==> src/rtl/eic_pkg.sv <==
package eic_pkg;
  localparam int unsigned FIELD_W = 4;

  typedef enum logic [FIELD_W-1:0] {
    TRIG_LOW  = 4'd0,
    TRIG_HIGH = 4'd1,
    TRIG_FALL = 4'd2,
    TRIG_RISE = 4'd3,
    TRIG_BOTH = 4'd4,
    TRIG_OFF  = 4'hF
  } trig_e;

  localparam logic [1:0] GRP_CFG  = 2'd0;
  localparam logic [1:0] GRP_MASK = 2'd1;
  localparam logic [1:0] GRP_PEND = 2'd2;
endpackage

==> src/rtl/eic_rst_sync.sv <==
module eic_rst_sync (
  input  logic clk,
  input  logic arst_n,
  output logic rst_n_o
);
  logic stage_q, out_q;

  always_ff @(posedge clk or negedge arst_n) begin
    if (!arst_n) begin
      stage_q <= 1'b0;
      out_q   <= 1'b0;
    end else begin
      stage_q <= 1'b1;
      out_q   <= stage_q;
    end
  end

  assign rst_n_o = out_q;
endmodule

==> src/rtl/eic_sync.sv <==
module eic_sync #(
  parameter int unsigned NUM_LINES = 32
) (
  input  logic                 clk,
  input  logic                 rst_n,
  input  logic [NUM_LINES-1:0] pin_i,
  output logic [NUM_LINES-1:0] cur_o,
  output logic [NUM_LINES-1:0] prev_o
);
  logic [NUM_LINES-1:0] meta_q, cur_q, prev_q;

  always_ff @(posedge clk or negedge rst_n) begin
    if (!rst_n) begin
      meta_q <= '0;
      cur_q  <= '0;
      prev_q <= '0;
    end else begin
      meta_q <= pin_i;
      cur_q  <= meta_q;
      prev_q <= cur_q;
    end
  end

  assign cur_o  = cur_q;
  assign prev_o = prev_q;
endmodule

==> src/rtl/eic_detect.sv <==
module eic_detect
  import eic_pkg::*;
#(
  parameter int unsigned NUM_LINES = 32
) (
  input  logic [NUM_LINES-1:0]         cur_i,
  input  logic [NUM_LINES-1:0]         prev_i,
  input  logic [NUM_LINES*FIELD_W-1:0] cfg_i,
  output logic [NUM_LINES-1:0]         hit_o
);
  for (genvar gl = 0; gl < NUM_LINES; gl++) begin : g_line
    logic [FIELD_W-1:0] field;
    logic               rise, fall;

    assign field = cfg_i[gl*FIELD_W +: FIELD_W];
    assign rise  = cur_i[gl] & ~prev_i[gl];
    assign fall  = ~cur_i[gl] & prev_i[gl];

    always_comb begin
      case (field)
        TRIG_LOW:  hit_o[gl] = ~cur_i[gl];
        TRIG_HIGH: hit_o[gl] = cur_i[gl];
        TRIG_FALL: hit_o[gl] = fall;
        TRIG_RISE: hit_o[gl] = rise;
        TRIG_BOTH: hit_o[gl] = rise | fall;
        default:   hit_o[gl] = 1'b0;
      endcase
    end
  end
endmodule

==> src/rtl/eic_regs.sv <==
module eic_regs
  import eic_pkg::*;
#(
  parameter  int unsigned NUM_LINES = 32,
  parameter  int unsigned BANK_W    = 8,
  localparam int unsigned NUM_BANKS = NUM_LINES / BANK_W,
  localparam int unsigned IDX_W     = $clog2(NUM_BANKS),
  localparam int unsigned ADDR_W    = IDX_W + 2,
  localparam int unsigned DATA_W    = BANK_W * FIELD_W
) (
  input  logic                         clk,
  input  logic                         rst_n,
  input  logic                         wr_i,
  input  logic [ADDR_W-1:0]            addr_i,
  input  logic [DATA_W-1:0]            wdata_i,
  output logic [DATA_W-1:0]            rdata_o,
  input  logic [NUM_LINES-1:0]         hit_i,
  output logic [NUM_LINES*FIELD_W-1:0] cfg_o,
  output logic [NUM_LINES-1:0]         mask_o,
  output logic [NUM_LINES-1:0]         pend_o
);
  logic [1:0]           grp;
  logic [IDX_W-1:0]     idx;
  logic [DATA_W-1:0]    cfg_q [NUM_BANKS];
  logic [NUM_BANKS-1:0] cfg_we, mask_we, pend_sel;
  logic [NUM_LINES-1:0] mask_q, pend_q, pend_d, clr_vec;

  assign grp = addr_i[ADDR_W-1 -: 2];
  assign idx = addr_i[IDX_W-1:0];

  for (genvar gb = 0; gb < NUM_BANKS; gb++) begin : g_bank
    assign cfg_we[gb]   = wr_i && (grp == GRP_CFG)  && (idx == IDX_W'(gb));
    assign mask_we[gb]  = wr_i && (grp == GRP_MASK) && (idx == IDX_W'(gb));
    assign pend_sel[gb] = wr_i && (grp == GRP_PEND) && (idx == IDX_W'(gb));
    assign clr_vec[gb*BANK_W +: BANK_W] = pend_sel[gb] ? wdata_i[BANK_W-1:0] : '0;
    assign cfg_o[gb*DATA_W +: DATA_W]   = cfg_q[gb];

    always_ff @(posedge clk or negedge rst_n) begin
      if (!rst_n) begin
        cfg_q[gb] <= {BANK_W{TRIG_OFF}};
      end else if (cfg_we[gb]) begin
        cfg_q[gb] <= wdata_i;
      end
    end

    always_ff @(posedge clk or negedge rst_n) begin
      if (!rst_n) begin
        mask_q[gb*BANK_W +: BANK_W] <= '1;
      end else if (mask_we[gb]) begin
        mask_q[gb*BANK_W +: BANK_W] <= wdata_i[BANK_W-1:0];
      end
    end
  end

  // Detection wins over an acknowledge in the same cycle.
  always_comb begin
    pend_d = (pend_q & ~clr_vec) | hit_i;
  end

  always_ff @(posedge clk or negedge rst_n) begin
    if (!rst_n) begin
      pend_q <= '0;
    end else begin
      pend_q <= pend_d;
    end
  end

  always_comb begin
    case (grp)
      GRP_CFG:  rdata_o = cfg_q[idx];
      GRP_MASK: rdata_o = {{(DATA_W-BANK_W){1'b0}}, mask_q[idx*BANK_W +: BANK_W]};
      GRP_PEND: rdata_o = {{(DATA_W-BANK_W){1'b0}}, pend_q[idx*BANK_W +: BANK_W]};
      default:  rdata_o = '0;
    endcase
  end

  assign mask_o = mask_q;
  assign pend_o = pend_q;


  pend_clear_chk: assert property (@(posedge clk) disable iff (!rst_n)
    1'b1 |=> ((pend_q & $past(clr_vec & ~hit_i)) == '0));


  pend_hold_chk: assert property (@(posedge clk) disable iff (!rst_n)
    1'b1 |=> ((($past(pend_q) & ~$past(clr_vec)) & ~pend_q) == '0));


  pend_source_chk: assert property (@(posedge clk) disable iff (!rst_n)
    1'b1 |=> ((pend_q & ~$past(pend_q) & ~$past(hit_i)) == '0));
endmodule

==> src/rtl/ext_irq_ctrl.sv <==
module ext_irq_ctrl
  import eic_pkg::*;
#(
  parameter  int unsigned NUM_LINES    = 32,
  parameter  int unsigned BANK_W       = 8,
  parameter  int unsigned DIRECT_LINES = 16,
  localparam int unsigned NUM_BANKS    = NUM_LINES / BANK_W,
  localparam int unsigned ADDR_W       = $clog2(NUM_BANKS) + 2,
  localparam int unsigned DATA_W       = BANK_W * FIELD_W
) (
  input  logic                    clk,
  input  logic                    arst_n,
  input  logic [NUM_LINES-1:0]    pin_i,
  input  logic                    bus_wr_i,
  input  logic [ADDR_W-1:0]       bus_addr_i,
  input  logic [DATA_W-1:0]       bus_wdata_i,
  output logic [DATA_W-1:0]       bus_rdata_o,
  output logic [DIRECT_LINES-1:0] irq_line_o,
  output logic                    irq_shared_o
);
  localparam int unsigned SHARED_LINES = NUM_LINES - DIRECT_LINES;

  logic                         rst_n;
  logic [NUM_LINES-1:0]         cur, prev, hit, mask, pend, active;
  logic [NUM_LINES*FIELD_W-1:0] cfg;

  eic_rst_sync i_rst_sync (
    .clk     (clk),
    .arst_n  (arst_n),
    .rst_n_o (rst_n)
  );

  eic_sync #(.NUM_LINES(NUM_LINES)) i_sync (
    .clk    (clk),
    .rst_n  (rst_n),
    .pin_i  (pin_i),
    .cur_o  (cur),
    .prev_o (prev)
  );

  eic_detect #(.NUM_LINES(NUM_LINES)) i_detect (
    .cur_i  (cur),
    .prev_i (prev),
    .cfg_i  (cfg),
    .hit_o  (hit)
  );

  eic_regs #(.NUM_LINES(NUM_LINES), .BANK_W(BANK_W)) i_regs (
    .clk     (clk),
    .rst_n   (rst_n),
    .wr_i    (bus_wr_i),
    .addr_i  (bus_addr_i),
    .wdata_i (bus_wdata_i),
    .rdata_o (bus_rdata_o),
    .hit_i   (hit),
    .cfg_o   (cfg),
    .mask_o  (mask),
    .pend_o  (pend)
  );

  assign active     = pend & ~mask;
  assign irq_line_o = active[DIRECT_LINES-1:0];

  if (SHARED_LINES > 0) begin : g_shared
    assign irq_shared_o = |active[NUM_LINES-1:DIRECT_LINES];


    shared_masked_chk: assert property (@(posedge clk) disable iff (!rst_n)
      (&mask[NUM_LINES-1:DIRECT_LINES]) |-> !irq_shared_o);
  end else begin : g_no_shared
    assign irq_shared_o = 1'b0;
  end


  line_masked_chk: assert property (@(posedge clk) disable iff (!rst_n)
    ((irq_line_o & mask[DIRECT_LINES-1:0]) == '0));


  line_pending_chk: assert property (@(posedge clk) disable iff (!rst_n)
    ((irq_line_o & ~pend[DIRECT_LINES-1:0]) == '0));
endmodule

==> config.mk <==
export PLATFORM = sky130hd
export DESIGN_NAME = ext_irq_ctrl
export DESIGN_NICKNAME = d
export VERILOG_FILES = /design/src/rtl/eic_pkg.sv /design/src/rtl/eic_rst_sync.sv /design/src/rtl/eic_sync.sv /design/src/rtl/eic_detect.sv /design/src/rtl/eic_regs.sv /design/src/rtl/ext_irq_ctrl.sv
export SDC_FILE = /design/constraint.sdc
export NUM_CORES = 1
export LEC_CHECK = 0
export BUFFER_PORTS_ARGS = -buffer_cell sky130_fd_sc_hd__buf_4
export CAP_MARGIN = 5
export CORE_ASPECT_RATIO = 1.25
export CORE_MARGIN = 5
export CORE_UTILIZATION = 50
export DETAILED_ROUTE_END_ITERATION = 10
export PLACE_DENSITY = 0.69
export SKIP_CTS_REPAIR_TIMING = 1
export SYNTH_ARGS = -nofsm -noshare
export SYNTH_HDL_FRONTEND = slang
export SYNTH_SLANG_ARGS = --single-unit
==> constraint.sdc <==
create_clock -name clk -period 13.4 [get_ports clk]
set_input_delay 2.68 -clock clk [delete_from_list [all_inputs] [get_ports clk]]
set_output_delay 2.68 -clock clk [all_outputs]
set_load 0.1 [all_outputs]
==> impl_metrics.csv, run 1 <==
group,metric,value,unit
run_status,status,"finished clean",
power,p_sw_share,30.6,%
detailed_routing,remaining_drc_errors,0,
clocking,cts_tree,"built",
clocking,insertion_delay,0.57,ns
cells_and_area,final_common_cell,"dfstp_2",
global_routing,met2_usage,35.9,%
global_routing,overflow,0,
sta,tns,0,ns
global_routing,grt_usage,21.2,%
worst_setup_path,end_kind,"output pin",
global_routing,grtUsageMet1,28.4,%
clocking,cts_sinks,290,
flow_run,cap_viol_max_count,0,
synthesis,ys_warn_count,0,
sta,fin_crit_sh,57.5,%
synthesis,synth_edf_count,0,
detailed_routing,routed_wl,33.9,mm
placement,postPlaceCellArea,0.0153,mm2
worst_setup_path,cp_common_cell,"buf_4",
power,power.share.clock,33.8,%
placement,place_inst,1521,
cells_and_area,layout_common_cells,"160 x dfstp_2, 129 x dfrtp_1, 125 x buf_4",
clocking,htreeDepth,1,
sta,fin_crit,7.70,ns
worst_setup_path,crit_arrival,5.02,ns
power,p_per_area,170,mW/mm2
global_routing,grt_pass1_vias,9506,
power,p_seq_share,45.3,%
cells_and_area,fin_nets,1338,
clocking,clkSlewWorstSetupHoldPaths,0.06,ns
power,combPwrFrac,20.9,%
cells_and_area,stdcell_count,1579,
clocking,cts_root_buffer,"clkbuf_16",
synthesis,synth_area_per_cell,13.0,um2
synthesis,async_flop_share,100,%
synthesis,synthFlopType,"dfstp_2",
worst_setup_path,worstPathCellList,"buf_4 -> nand2b_1 -> o221ai_1 -> o21ai_1 -> a22o_1 -> buf_4",
synthesis,synthDistinctLibCells,45,
detailed_routing,drtPass1Iterations,4,
sta,rsz0062_at_grt,"no",
detailed_routing,first_iter_violations,491,
sta,fmax,130,MHz
worst_setup_path,startpoint_type,"input pin",
placement,hpwlAfterDp,22.6,mm
sta,finalSetupViolCount,0,
sta,max_slew_margin,24.8,%
power,power.leakage,7.09,nW
die,dieArea,0.0318,mm2
sta,tightest_slew,1.13,ns
global_routing,antenna_found_initial,0,
cells_and_area,fillCellCount,2245,
cells_and_area,post-route-util,58.4,%
placement,place_congestion,0.814,
clocking,clk_path_buf_depth,3,
sta,hold_viol_final,0,
clocking,cts_buffers,31,
die,die_w,161,um
cells_and_area,diodes,0,
die,core.rowCount,69,
worst_setup_path,path_class,"in -> out",
synthesis,synth_seq_cells,290,
die,initial_utilization,50.2,%
worst_setup_path,crit_fanout,52,
die,io_pins,120,
detailed_routing,routedWlPerCell,21.4,um
synthesis,syn-cell-area,0.0142,mm2
worst_setup_path,required,10.72,ns
cells_and_area,stdcell_area,0.0165,mm2
power,power.switching,0.856,mW
detailed_routing,vias,9191,
synthesis,syn_inst,1089,
die,core_area,0.0282,mm2
cells_and_area,syn_to_final_growth,16.3,%
power,irDropWorstVdd,0.000158,V
detailed_routing,ant_nets,0,
worst_setup_path,cpPeakStageDelay,0.72,ns
worst_setup_path,crit_path_top_delay_cell,"buf_4",
global_routing,grt_pass1_wl,53.5,mm
global_routing,grt-busiest-layer,"met2",
die,chipHeight,198,um
min_path,worstHoldPathType,"reg -> reg",
sta,slew_violations,0,
sta,skew,0.0208,ns
power,p_int,1.94,mW
global_routing,met3_usage,3.79,%
synthesis,ys_seq_area_share,52.6,%
synthesis,syn_nets,1228,
cells_and_area,drive_above_1_share,39.2,%
detailed_routing,viasPerCell,5.82,
global_routing,grt_max_degree,146,
placement,io_buffers,119,
path summary, 6_finish.rpt:
check / startpoint / slack, ns / endpoint / cells past startpoint
setup reg to reg: i_rst_sync.rst_n_o / 11.44 / i_sync.meta_q[29] / 1
hold / removal: i_sync.meta_q[16] / 0.33 / i_sync.cur_o[16] / 0
setup / recovery: bus_addr_i[0] / 5.70 / bus_rdata_o[3] / 6
hold reg to reg: i_sync.meta_q[16] / 0.33 / i_sync.cur_o[16] / 0
min in group asynchronous: i_rst_sync.rst_n_o / 0.47 / i_sync.cur_o[5] / 0
max in group asynchronous: arst_n / 11.40 / i_rst_sync.rst_n_o / 1
Yosys cell counts, drive strengths merged (2+ instances only):
library cell,n,area (um2)
a21o,3,22.5
a31oi,3,18.8
and3,2,12.5
nor4b,26,228
a221oi,10,87.6
and2,25,156
nor2b,33,206
mux4,32,721
and4b,2,20.0
a31o,2,17.5
a211oi,7,52.6
a2111oi,4,35.0
a21oi,39,195
dfstp,160,4200
o221ai,5,43.8
inv,84,315
ha,68,851
o21ai,51,255
nand3,6,40.0
xnor2,19,166
dfrtp,130,3250
buf,37,238
o31ai,26,195
nor3b,7,52.6
mux2i,47,470
nand2b,4,25.0
a32o,2,20.0
mux2,163,1840
a22o,6,52.6
clkbuf,12,45.0
o22ai,9,56.3
nor2,8,32.5
nor3,17,85.1
nand2,36,135
worst max-delay path: cells and delay by family:
family / cells / cell delay [ns]
AO/OA/AOI/OAI: 3 / 0.73
buffers and inverters: 2 / 0.97
AND/OR/NAND/NOR: 1 / 0.61
area by class of cell:
| cell class | instances | area (um2) | share of cell area, % |
|---|---|---|---|
| Sequential cell | 290 | 7460 | 45.3 |
| Multi-Input combinational cell | 666 | 6150 | 37.3 |
| Timing Repair Buffer | 126 | 958 | 5.82 |
| Clock buffer | 43 | 921 | 5.59 |
| Tap cell | 355 | 444 | 2.70 |
| Inverter | 84 | 315 | 1.91 |
| Clock inverter | 15 | 234 | 1.42 |
sequential cells by signal, indices dropped and copies added (netlist names):
register and count:
i_sync.meta_q 32, i_sync.prev_o 32, i_regs.mask_o 32, i_sync.cur_o 32, i_rst_sync.stage_q 1, i_rst_sync.rst_n_o 1
i_regs.pend_o 32, i_regs.cfg_o 128
per-layer routing:
metal | routed length [um] | up-vias
met3 | 1770 | 53
met4 | 732 | 0
met2 | 16800 | 227
met1 | 14600 | 4763
met5 | 0 | -
li1 | - | 4148
cell families after synthesis:
| group | share of synthesized area, % |
|---|---|
| xor+xnor | 1.17 |
| fa+ha+maj | 6.00 |
| compound gates | 7.42 |
| buf+inv | 4.22 |
| flops | 52.6 |
| mux | 21.4 |
| simple gates | 7.19 |
| other cells | 0.0265 |
power by group through the flow:
stage	registers (mW)	logic (mW)	clock network (mW)
global route	1.29	0.626	1.00
detailed placement	1.28	0.586	0
CTS	1.26	0.590	0.963
floorplan	1.22	0.463	0
finish	1.27	0.584	0.945
global placement	1.27	0.575	0
stage by stage:
step | total power [mW] | setup slack [ns] | hold WS (ns)
after detailed placement | 1.86 | 5.70 | 0.336
after CTS | 2.82 | 5.69 | 0.335
final | 2.80 | 5.70 | 0.333
after global placement | 1.85 | 5.76 | 0.333
after floorplan | 1.69 | 5.00 | 0.331
after global routing | 2.92 | 5.48 | 0.341
(Power assumes the default switching activity.)
==> run 2, diff against run 1 <==
--- a/config.mk
+++ b/config.mk
@@ -11,7 +11,7 @@
 export CORE_MARGIN = 5
 export CORE_UTILIZATION = 50
 export DETAILED_ROUTE_END_ITERATION = 10
-export PLACE_DENSITY = 0.69
+export PLACE_DENSITY = 0.71
 export SKIP_CTS_REPAIR_TIMING = 1
 export SYNTH_ARGS = -nofsm -noshare
 export SYNTH_HDL_FRONTEND = slang
==> constraint.sdc (replaced) <==
create_clock -name clk -period 6.19 [get_ports clk]
set_input_delay 1.238 -clock clk [delete_from_list [all_inputs] [get_ports clk]]
set_output_delay 1.238 -clock clk [all_outputs]
set_load 0.1 [all_outputs]
==> run 2 against run 1 <==
Net effect:
- count of clock-buffer cells in the layout stayed put
- via count shrank 1.9%
- non-clock buffer count is 1 higher
- total power rose by 110%
- sequential share of layout area is 0.33 points higher
- largest cell class unchanged
- worst hold slack lost 0.11 ns
- combinational power rose by 120%
- setup slack lost 4.2 ns
- critical path type unchanged
- first-iteration DRC count is 9.4% higher
- global-route usage shrank 0.13 points
- design area down 0.73%
- clock power grew 97%
==> impl_metrics.csv, run 2 (synthesis gave the netlist of run 1 again) <==
group,metric,value,unit
run_status,status,"finished clean",
placement,io_buffers,119,
power,p_per_area,358,mW/mm2
detailed_routing,first_iter_violations,537,
sta,skew,0.00771,ns
global_routing,grt_pass1_wl,53.1,mm
die,core.rowCount,69,
sta,tns,0,ns
detailed_routing,drtPass1Iterations,5,
flow_run,cap_viol_max_count,0,
clocking,cts_tree,"built",
sta,max_slew_margin,17.9,%
power,combPwrFrac,21.6,%
worst_setup_path,path_class,"in -> out",
die,chipHeight,198,um
clocking,htreeDepth,1,
sta,slew_violations,0,
sta,fin_crit,4.71,ns
sta,fmax,212,MHz
power,power.share.clock,31.7,%
cells_and_area,layout_common_cells,"160 x dfstp_2, 129 x dfrtp_1, 126 x buf_4",
clocking,clk_path_buf_depth,3,
sta,tightest_slew,1.23,ns
detailed_routing,routedWlPerCell,21.1,um
cells_and_area,fin_nets,1339,
die,dieArea,0.0318,mm2
die,io_pins,120,
worst_setup_path,required,4.95,ns
detailed_routing,routed_wl,33.3,mm
power,power.leakage,7.03,nW
global_routing,grt_max_degree,152,
die,die_w,161,um
sta,hold_viol_final,0,
worst_setup_path,crit_fanout,22,
detailed_routing,viasPerCell,5.72,
cells_and_area,largest_reg_flops,128,
sta,finalSetupViolCount,0,
clocking,cts_root_buffer,"clkbuf_16",
global_routing,grt_usage,21.1,%
cells_and_area,syn_to_final_growth,15.4,%
detailed_routing,vias,9020,
worst_setup_path,end_kind,"output pin",
clocking,cts_buffers,31,
worst_setup_path,crit_arrival,3.47,ns
clocking,cts_sinks,290,
power,finalPower,5.86,mW
global_routing,overflow,0,
die,initial_utilization,50.2,%
worst_setup_path,reg2reg_slack,4.64,ns
clocking,clkSlewWorstSetupHoldPaths,0.06,ns
cells_and_area,diodes,0,
power,p_int,4.03,mW
min_path,worstHoldPathType,"reg -> async",
power,p_sw_share,31.2,%
die,core_area,0.0282,mm2
cells_and_area,drive_above_1_share,38.8,%
sta,fin_crit_sh,76.0,%
worst_setup_path,startpoint_type,"input pin",
cells_and_area,final_common_cell,"dfstp_2",
detailed_routing,remaining_drc_errors,0,
detailed_routing,ant_nets,0,
sta,rsz0062_at_grt,"no",
power,p_seq_share,46.8,%
global_routing,grt_pass1_vias,9530,
clocking,insertion_delay,0.56,ns
placement,hpwlAfterDp,22.6,mm
power,irDropWorstVdd,0.000206,V
placement,place_congestion,0.854,
power,power.switching,1.83,mW
global_routing,antenna_found_initial,0,
[run 2: cell types whose count changed in the layout (fill, tap and decap cells not counted), sizes merged]
| cell | delta |
|---|---|
| bufinv | -3 |
| clkinv | +3 |
| inv | -1 |
| clkinvlp | -1 |
| buf | +1 |
[run 2: metal layers]
metal  vias up  wire length, um  GRT usage [%]
met2       236            16100           34.9
met1      4566            14400           28.6
met4         0             1080           7.49
met5         -                0              0
met3        72             1690           2.98
li1       4146                -              -
[run 2: metrics by stage]
step	utilization (%)	cell area (um2)	hold slack (ns)	setup slack [ns]	instances
after detailed placement	54.3	15300	0.232	1.45	1522
after floorplan	-	14200	0.331	1.59	1089
after global placement	54.3	15300	0.234	1.49	1522
after CTS	57.9	16400	0.238	1.46	1578
after global routing	57.9	16400	0.256	1.26	1578
final	57.9	16400	0.225	1.48	1578
[run 2: cell type report]
type | count | area (um2)
clock buffers | 43 | 881
flip-flops and latches | 290 | 7460
well taps | 355 | 444
clock inverters | 13 | 146
inverters | 84 | 315
multi-input cells | 666 | 6150
repair buffers | 127 | 966
fillers | 2281 | 11900
[run 2: power by group through the flow]
stage | sequential (mW) | clock (mW) | combinational (mW)
2_1_floorplan | 2.65 | 0 | 1.00
3_3_place_gp | 2.75 | 0 | 1.24
3_5_place_dp | 2.76 | 0 | 1.27
4_1_cts | 2.74 | 1.90 | 1.28
5_1_grt | 2.79 | 1.98 | 1.35
6_report | 2.74 | 1.86 | 1.26
[run 2: critical path, stage by stage]
cell and delay, ns:
buf_4 0.12, inv_1 0.07, ha_1 0.76, mux2i_1 0.19
a21o_1 0.22, a221oi_1 0.31, a22o_1 0.23, buf_4 0.31
[run 2: worst paths after layout]
check,from,end,depth (start not counted)
min in group clk,i_sync.meta_q[14],i_sync.cur_o[14],0
max in group asynchronous,i_rst_sync.rst_n_o,i_sync.cur_o[24],1
min reg2reg,i_rst_sync.rst_n_o,i_sync.meta_q[22],0
max,bus_addr_i[2],bus_rdata_o[0],8
max reg2reg,i_sync.cur_o[31],i_regs.pend_o[31],5
min,i_rst_sync.rst_n_o,i_sync.meta_q[22],0
